**src/rtl/iir_sos_csa.sv**
```systemverilog
module iir_sos_csa #(
  parameter int W    = 16,
  parameter int FRAC = 14,
  parameter int NT   = 2,
  parameter logic [NT-1:0]   C1_ON  = 2'b11,
  parameter logic [NT-1:0]   C1_NEG = 2'b10,
  parameter logic [8*NT-1:0] C1_SH  = {8'd2, 8'd0},
  parameter logic [NT-1:0]   C2_ON  = 2'b11,
  parameter logic [NT-1:0]   C2_NEG = 2'b01,
  parameter logic [8*NT-1:0] C2_SH  = {8'd4, 8'd1}
) (
  input  logic         clk,
  input  logic         rst,
  input  logic         in_valid,
  input  logic [W-1:0] in_data,
  output logic         out_valid,
  output logic [W-1:0] out_data
);

  function automatic int count_neg(logic [NT-1:0] on, logic [NT-1:0] ng);
    int n;
    n = 0;
    for (int i = 0; i < NT; i++) if (on[i] && ng[i]) n++;
    return n;
  endfunction

  localparam int G    = $clog2(2*NT + 2) + 2;
  localparam int AW   = W + FRAC + G;
  localparam int NOP  = 2 + 2*NT;
  localparam int NST  = NOP - 2;
  localparam int NEGS = count_neg(C1_ON, C1_NEG) + count_neg(C2_ON, C2_NEG);

  logic [W-1:0]  y1, y2;
  logic          vld;
  logic [AW-1:0] y1e, y2e;
  logic [AW-1:0] opd [NOP];
  logic [AW-1:0] sa [NST];
  logic [AW-1:0] sb [NST];
  logic [AW-1:0] sc [NST];
  logic [AW-1:0] sv [NST];
  logic [AW-1:0] cv [NST];
  logic [AW-1:0] res, q;
  logic          sat_hi, sat_lo;
  logic [W-1:0]  ynew;

  assign y1e    = {{(AW-W){y1[W-1]}}, y1};
  assign y2e    = {{(AW-W){y2[W-1]}}, y2};
  assign opd[0] = {{(AW-W-FRAC){in_data[W-1]}}, in_data, {FRAC{1'b0}}};
  assign opd[1] = AW'(NEGS);

  for (genvar i = 0; i < NT; i++) begin : g_terms
    localparam int S1 = int'(C1_SH[8*i +: 8]);
    localparam int S2 = int'(C2_SH[8*i +: 8]);
    if (!C1_ON[i])       begin : g_c1z assign opd[2+i] = '0; end
    else if (C1_NEG[i])  begin : g_c1n assign opd[2+i] = ~(y1e << (FRAC - S1)); end
    else                 begin : g_c1p assign opd[2+i] = y1e << (FRAC - S1); end
    if (!C2_ON[i])       begin : g_c2z assign opd[2+NT+i] = '0; end
    else if (C2_NEG[i])  begin : g_c2n assign opd[2+NT+i] = ~(y2e << (FRAC - S2)); end
    else                 begin : g_c2p assign opd[2+NT+i] = y2e << (FRAC - S2); end
  end

  for (genvar k = 0; k < NST; k++) begin : g_csa
    if (k == 0) begin : g_first
      assign sa[k] = opd[0];
      assign sb[k] = opd[1];
    end else begin : g_next
      assign sa[k] = sv[k-1];
      assign sb[k] = cv[k-1] << 1;
    end
    assign sc[k] = opd[k+2];
    assign sv[k] = sa[k] ^ sb[k] ^ sc[k];
    assign cv[k] = (sa[k] & sb[k]) | (sa[k] & sc[k]) | (sb[k] & sc[k]);

    assert_csa_sum_R9: assert property (@(posedge clk) disable iff (rst)
      sv[k] + (cv[k] << 1) == sa[k] + sb[k] + sc[k]);
  end

  assign res    = sv[NST-1] + (cv[NST-1] << 1);
  assign q      = AW'($signed(res) >>> FRAC);
  assign sat_hi = !q[AW-1] &&  (|q[AW-2:W-1]);
  assign sat_lo =  q[AW-1] && !(&q[AW-2:W-1]);
  assign ynew   = sat_hi ? {1'b0, {(W-1){1'b1}}} :
                  sat_lo ? {1'b1, {(W-1){1'b0}}} : q[W-1:0];

  always_ff @(posedge clk) begin
    if (rst) begin
      y1  <= '0;
      y2  <= '0;
      vld <= 1'b0;
    end else begin
      vld <= in_valid;
      if (in_valid) begin
        y1 <= ynew;
        y2 <= y1;
      end
    end
  end

  assign out_valid = vld;
  assign out_data  = y1;

  assert_reset_clears_R1: assert property (@(posedge clk)
    $past(rst) |-> (y1 == '0 && y2 == '0 && !out_valid));
  assert_valid_latency_R3: assert property (@(posedge clk) disable iff (rst)
    in_valid |=> out_valid);
  assert_idle_hold_R4: assert property (@(posedge clk) disable iff (rst)
    !in_valid |=> (!out_valid && $stable(out_data) && $stable(y2)));
  assert_sat_high_R5: assert property (@(posedge clk) disable iff (rst)
    (in_valid && sat_hi) |=> out_data == {1'b0, {(W-1){1'b1}}});
  assert_sat_low_R6: assert property (@(posedge clk) disable iff (rst)
    (in_valid && sat_lo) |=> out_data == {1'b1, {(W-1){1'b0}}});
  assert_floor_R7: assert property (@(posedge clk) disable iff (rst)
    (in_valid && !sat_hi && !sat_lo) |=> out_data == $past(res[FRAC+W-1:FRAC]));
  assert_delay_line_R8: assert property (@(posedge clk) disable iff (rst)
    in_valid |=> y2 == $past(out_data));

endmodule

```
**config.mk**
```make
export PLATFORM = sky130hd
export DESIGN_NAME = iir_sos_csa
export DESIGN_NICKNAME = d
export VERILOG_FILES = /design/src/rtl/iir_sos_csa.sv
export SDC_FILE = /design/constraint.sdc
export NUM_CORES = 1
export LEC_CHECK = 0
export ABC_AREA = 1
export BUFFER_PORTS_ARGS = -buffer_cell sky130_fd_sc_hd__buf_2
export CORE_MARGIN = 2
export CORE_UTILIZATION = 60
export DETAILED_ROUTE_END_ITERATION = 10
export GPL_TIMING_DRIVEN = 0
export PLACE_DENSITY = 0.8
export SETUP_SLACK_MARGIN = 0.5
export SLEW_MARGIN = 5
export SYNTH_ARGS = -nofsm -noshare
export SYNTH_HDL_FRONTEND = slang
export SYNTH_SLANG_ARGS = --single-unit
export TNS_END_PERCENT = 50
```
**constraint.sdc**
```tcl
create_clock -name clk -period 11.1 [get_ports clk]
set_input_delay 1.11 -clock clk [delete_from_list [all_inputs] [get_ports clk]]
set_output_delay 1.11 -clock clk [all_outputs]
set_load 0.05 [all_outputs]
```
# After elaboration in Yosys (flattened, before gate mapping)
# Index checks and enable logic that the tools add are counted.
[totals]
regBits = 33
out_inout_bits = 17
wordCells = 37
input_bits = 19
[op_classes]
bitwise = 25
n_reduce_logical = 6
n_mux = 2
addsub = 1
[ops]
columns = ["cell", "n"]
rows = [
  ["AND 34 bit", 10],
  ["XOR 35 bit", 7],
  ["OR 34 bit", 6],
  ["NOT 35 bit", 2],
  ["adder 35 bit", 1],
  ["two-way mux 16 bit", 2],
  ["AND reduction 6 bit", 1],
  ["OR reduction 6 bit", 1],
  ["logical AND 1 bit", 2],
  ["zero test 1 bit", 2],
]

# Depth between registers and ports, before layout
[depth]
depth_word = 16
mapped_depth = 24
ltp_nobuf = 23

# Worst setup path after synthesis
# No wires, ideal clock.
[synth_path]
path_kind = "input -> register"
from = "input in_data[1]"
to = "register y1[10], in the netlist out_data[10]"
required_time_ns = 10.981
n_path_buf = 1
cell_stages = 18
setup_time_ns = 0.119
t_arrival_ns = 4.522
setup_slack_ns = 6.459
cell_sequence = "ha_1 fa_1 fa_1 fa_1 ha_1 nand2_1 inv_1 a21oi_1 nand2_1 nand2_1 nand3_1 nand2_1 nand3_1 o21ai_2 inv_1 a21oi_4 buf_6 a21oi_1"
[synth_between]
elab_chain_cells = 16
word_cells_on_any_way = 32
cone_classes = "add/sub: 1; mux: 2; bitwise: 23; reduce/logical: 6"
[synth_lines]
columns = ["element", "line_no", "text"]
rows = [
  ["start: declaration", "15", "input logic [W-1:0] in_data,"],
  ["XOR 35 bit or AND 34 bit (tied branches)", "71, 72", ""],
  ["AND 34 bit", "72", "assign cv[k] = (sa[k] & sb[k]) | (sa[k] & sc[k]) | (sb[k] & sc[k]);"],
  ["OR 34 bit (2 in series)", "72", ""],
  ["AND 34 bit", "72", ""],
  ["OR 34 bit (2 in series)", "72", ""],
  ["AND 34 bit", "72", ""],
  ["OR 34 bit (2 in series)", "72", ""],
  ["adder 35 bit *", "78", "assign res = sv[NST-1] + (cv[NST-1] << 1);"],
  ["AND reduction 6 bit", "81", "assign sat_lo = q[AW-1] && !(&q[AW-2:W-1]);"],
  ["zero test 1 bit", "81", ""],
  ["logical AND 1 bit", "81", ""],
  ["two-way mux 16 bit", "83", "sat_lo ? {1'b1, {(W-1){1'b0}}} : q[W-1:0];"],
  ["two-way mux 16 bit *", "82", "assign ynew = sat_hi ? {1'b0, {(W-1){1'b1}}} :"],
  ["end signal: assignment", "93", "y1 <= ynew;"],
  ["end: declaration", "33", "logic [W-1:0] y1, y2;"],
]
# Every way passes the cells marked *; elsewhere a longest branch is shown, timed or not.
# A chain may end at the register's enable or synchronous reset.

# Final worst setup path
[layout_path]
from = "input in_data[1]"
to = "register y1[14], in the netlist out_data[14]"
# The elaborated chain is that of the path after synthesis.

==> results.tsv <==
metric	value	unit
synth_fp_nets	748	
fin_crit	4.89	ns
viasPerCell	5.04	
vias	3905	
slew_headroom	0.517	
drive_above_1_share	0.102	
path_class	primary input to flip-flop	
antenna_cells	0	
cp-end-kind	flip-flop	
hold_path.class	flip-flop to flip-flop	
ant_nets	0	
status	complete, no violations	
synth-seq-cells	33	
hpwl	8400	um
grt_overflow	0	
grt_pass1_wl	17900	um
synth_top_area_cell	fa_1	
r2r-start	out_data[15]$_SDFFE_PP0P_	
synthTopCellsByArea	fa_1, dfxtp_1, ha_1	
maxCapViolCount	0	
gp_congestion	0.927	
cts.clk_slew.worst_paths	0.07	ns
worstMarginPinSlew	0.724	ns
cts_tree	yes	
synth_cells	634	
die_x	90.6	um
clock_sinks	33	
seq_area	661	sq um
multi_input_area	3140	sq um
cts_setup_buffers	0	
die_area	8220	sq um
synth_cell_types	27	
nets	789	
cts_buffer_depth	2	
critical_path_arrival	5.08	ns
ctsHoldBuffers	0	
yosysTopAreaCellShare	0.204	
setup_viol	0	
coreArea	7250	sq um
r2r_slack	6.74	ns
cp_data_required_time	11.29	ns
grt_max_degree	11	
ios	36	
clock_skew	0.00935	ns
area_growth	8.36	%
cts_resized	0	
netlist_area	4500	sq um
crit_path_start	in_data[1]	
fill_cells	660	
antenna_found_initial	0	
drt_iter0_markers	279	
finalSetupTns	0	ns
crit_end	out_data[14]$_SDFFE_PP0P_	
grt_pass1_vias	3967	
wirelength	10200	um
synth_warnings	0	
drv_slew	0	
grtUsageTotal	0.267	
start_kind	primary input	
period_share	0.440	
clockRootBuffer	clkbuf_8	
die_y	90.6	um
fmax	0.205	GHz
initial_core_util	0.621	
cts_max_level	2	
rsz0062_at_grt	no	
row_count	31	
yosysSeqAreaShare	0.147	
cp_max_fo	10	
wl_per_cell	13.2	um
worst_r2r_path_depth	23	
first_pass_iters	5	
syn_avg_cell_area	7.10	sq um
cts_made_buffers	5	
io_buffers	34	
drc_errors	0	
clk_latency	0.31	ns
timing.rr.end	out_data[14]$_SDFFE_PP0P_	
hold_violations	0	
-- critical path: stages --
cell and delay (ns):
buf_2 0.10, ha_1 0.30, fa_1 0.51, fa_1 0.58, fa_1 0.44, ha_1 0.35
nand2_1 0.13, inv_1 0.05, a21oi_1 0.13, nand2_1 0.15, nand2_1 0.17, nand3_1 0.12
nand2_1 0.10, nand3_1 0.08, o21ai_2 0.10, inv_1 0.10, a21oi_4 0.28, buf_6 0.20
a21oi_1 0.07
-- routing by layer --
layer | track usage | share of wire | vias up
met3 | 0.0292 | 0.043 | 19
met2 | 0.442 | 0.47 | 106
li1 | - | - | 1992
met4 | 0.100 | 0.029 | 0
met5 | 0 | 0 | -
met1 | 0.361 | 0.45 | 1788
-- Yosys cell counts --
library cell  count
buf_6             1
nor2_2            1
fa_1             46
o21bai_1          1
nand4_1           9
a21o_2            1
a31oi_1           2
xor2_1           12
xnor2_1          13
a21oi_2           2
a21oi_4           1
buf_4            16
nor3_2            1
inv_1           139
nand3_1          14
nor2_1           53
ha_1             49
dfxtp_1          33
buf_8             1
nor3_1            1
nand2_2           3
o21ai_2           1
nand2_1         145
a21oi_1          43
clkbuf_1          9
o21ai_0          34
nand3b_1          3
-- sequential cells by signal (all words and copies together), names as in the netlist --
signal / cells
out_data: 16
y2: 16
out_valid: 1
-- worst min-delay path by stage --
stage | start | end | cells after the start
2_1_floorplan | out_data[1]$_SDFFE_PP0P_ | y2[1]$_SDFFE_PP0P_ | 2
3_3_place_gp | y2[2]$_SDFFE_PP0P_ | y2[2]$_SDFFE_PP0P_ | 2
3_5_place_dp | out_data[2]$_SDFFE_PP0P_ | y2[2]$_SDFFE_PP0P_ | 2
4_1_cts | out_data[2]$_SDFFE_PP0P_ | y2[2]$_SDFFE_PP0P_ | 2
5_1_grt | out_data[2]$_SDFFE_PP0P_ | y2[2]$_SDFFE_PP0P_ | 2
6_report | out_data[2]$_SDFFE_PP0P_ | y2[2]$_SDFFE_PP0P_ | 2
-- metrics by stage --
stage	worst slack (ns)	instance area, sq um	hold WS [ns]	cells	utilization
floorplan	6.46	4500	0.480	634	-
global placement	5.98	4800	0.518	767	0.662
detailed placement	5.96	4800	0.533	767	0.662
CTS	6.24	4880	0.543	775	0.673
global route	5.95	4880	0.564	775	0.673
finish	6.21	4880	0.539	775	0.673
-- final cells by class --
cell class	count	area share
flip-flops and latches	33	0.135
plain buffers	27	0.0369
repair buffers	34	0.0349
well taps	99	0.0254
multi-input cells	435	0.644
clock inverters	2	0.00205
clock buffers	6	0.0149
inverters	139	0.107
-- cells in the final DEF (no fill, tap or decap), drive strengths merged, types with 12 or more instances in the layout --
cell type | netlist | routed
ha | 49 | 49
nand3 | 14 | 14
a21oi | 46 | 46
clkbuf | 9 | 15
xnor2 | 13 | 13
fa | 46 | 46
dfxtp | 33 | 33
xor2 | 12 | 12
nor2 | 54 | 54
o21ai | 35 | 35
buf | 18 | 52
inv | 139 | 139
nand2 | 148 | 148
-- cells by family (layout without fill, tap and decap cells) --
kind of cell    after synthesis  after routing  share of synthesized area
buf+inv                     166            208                      0.156
simple gates                230            230                      0.207
flops                        33             33                      0.147
fa+ha+maj                    95             95                      0.341
compound gates               85             85                      0.101
xor+xnor                     25             25                     0.0486
Power is left out: the tool's default activity adds up to more than one toggle a clock period on the data nets, which glitch-free logic cannot reach.
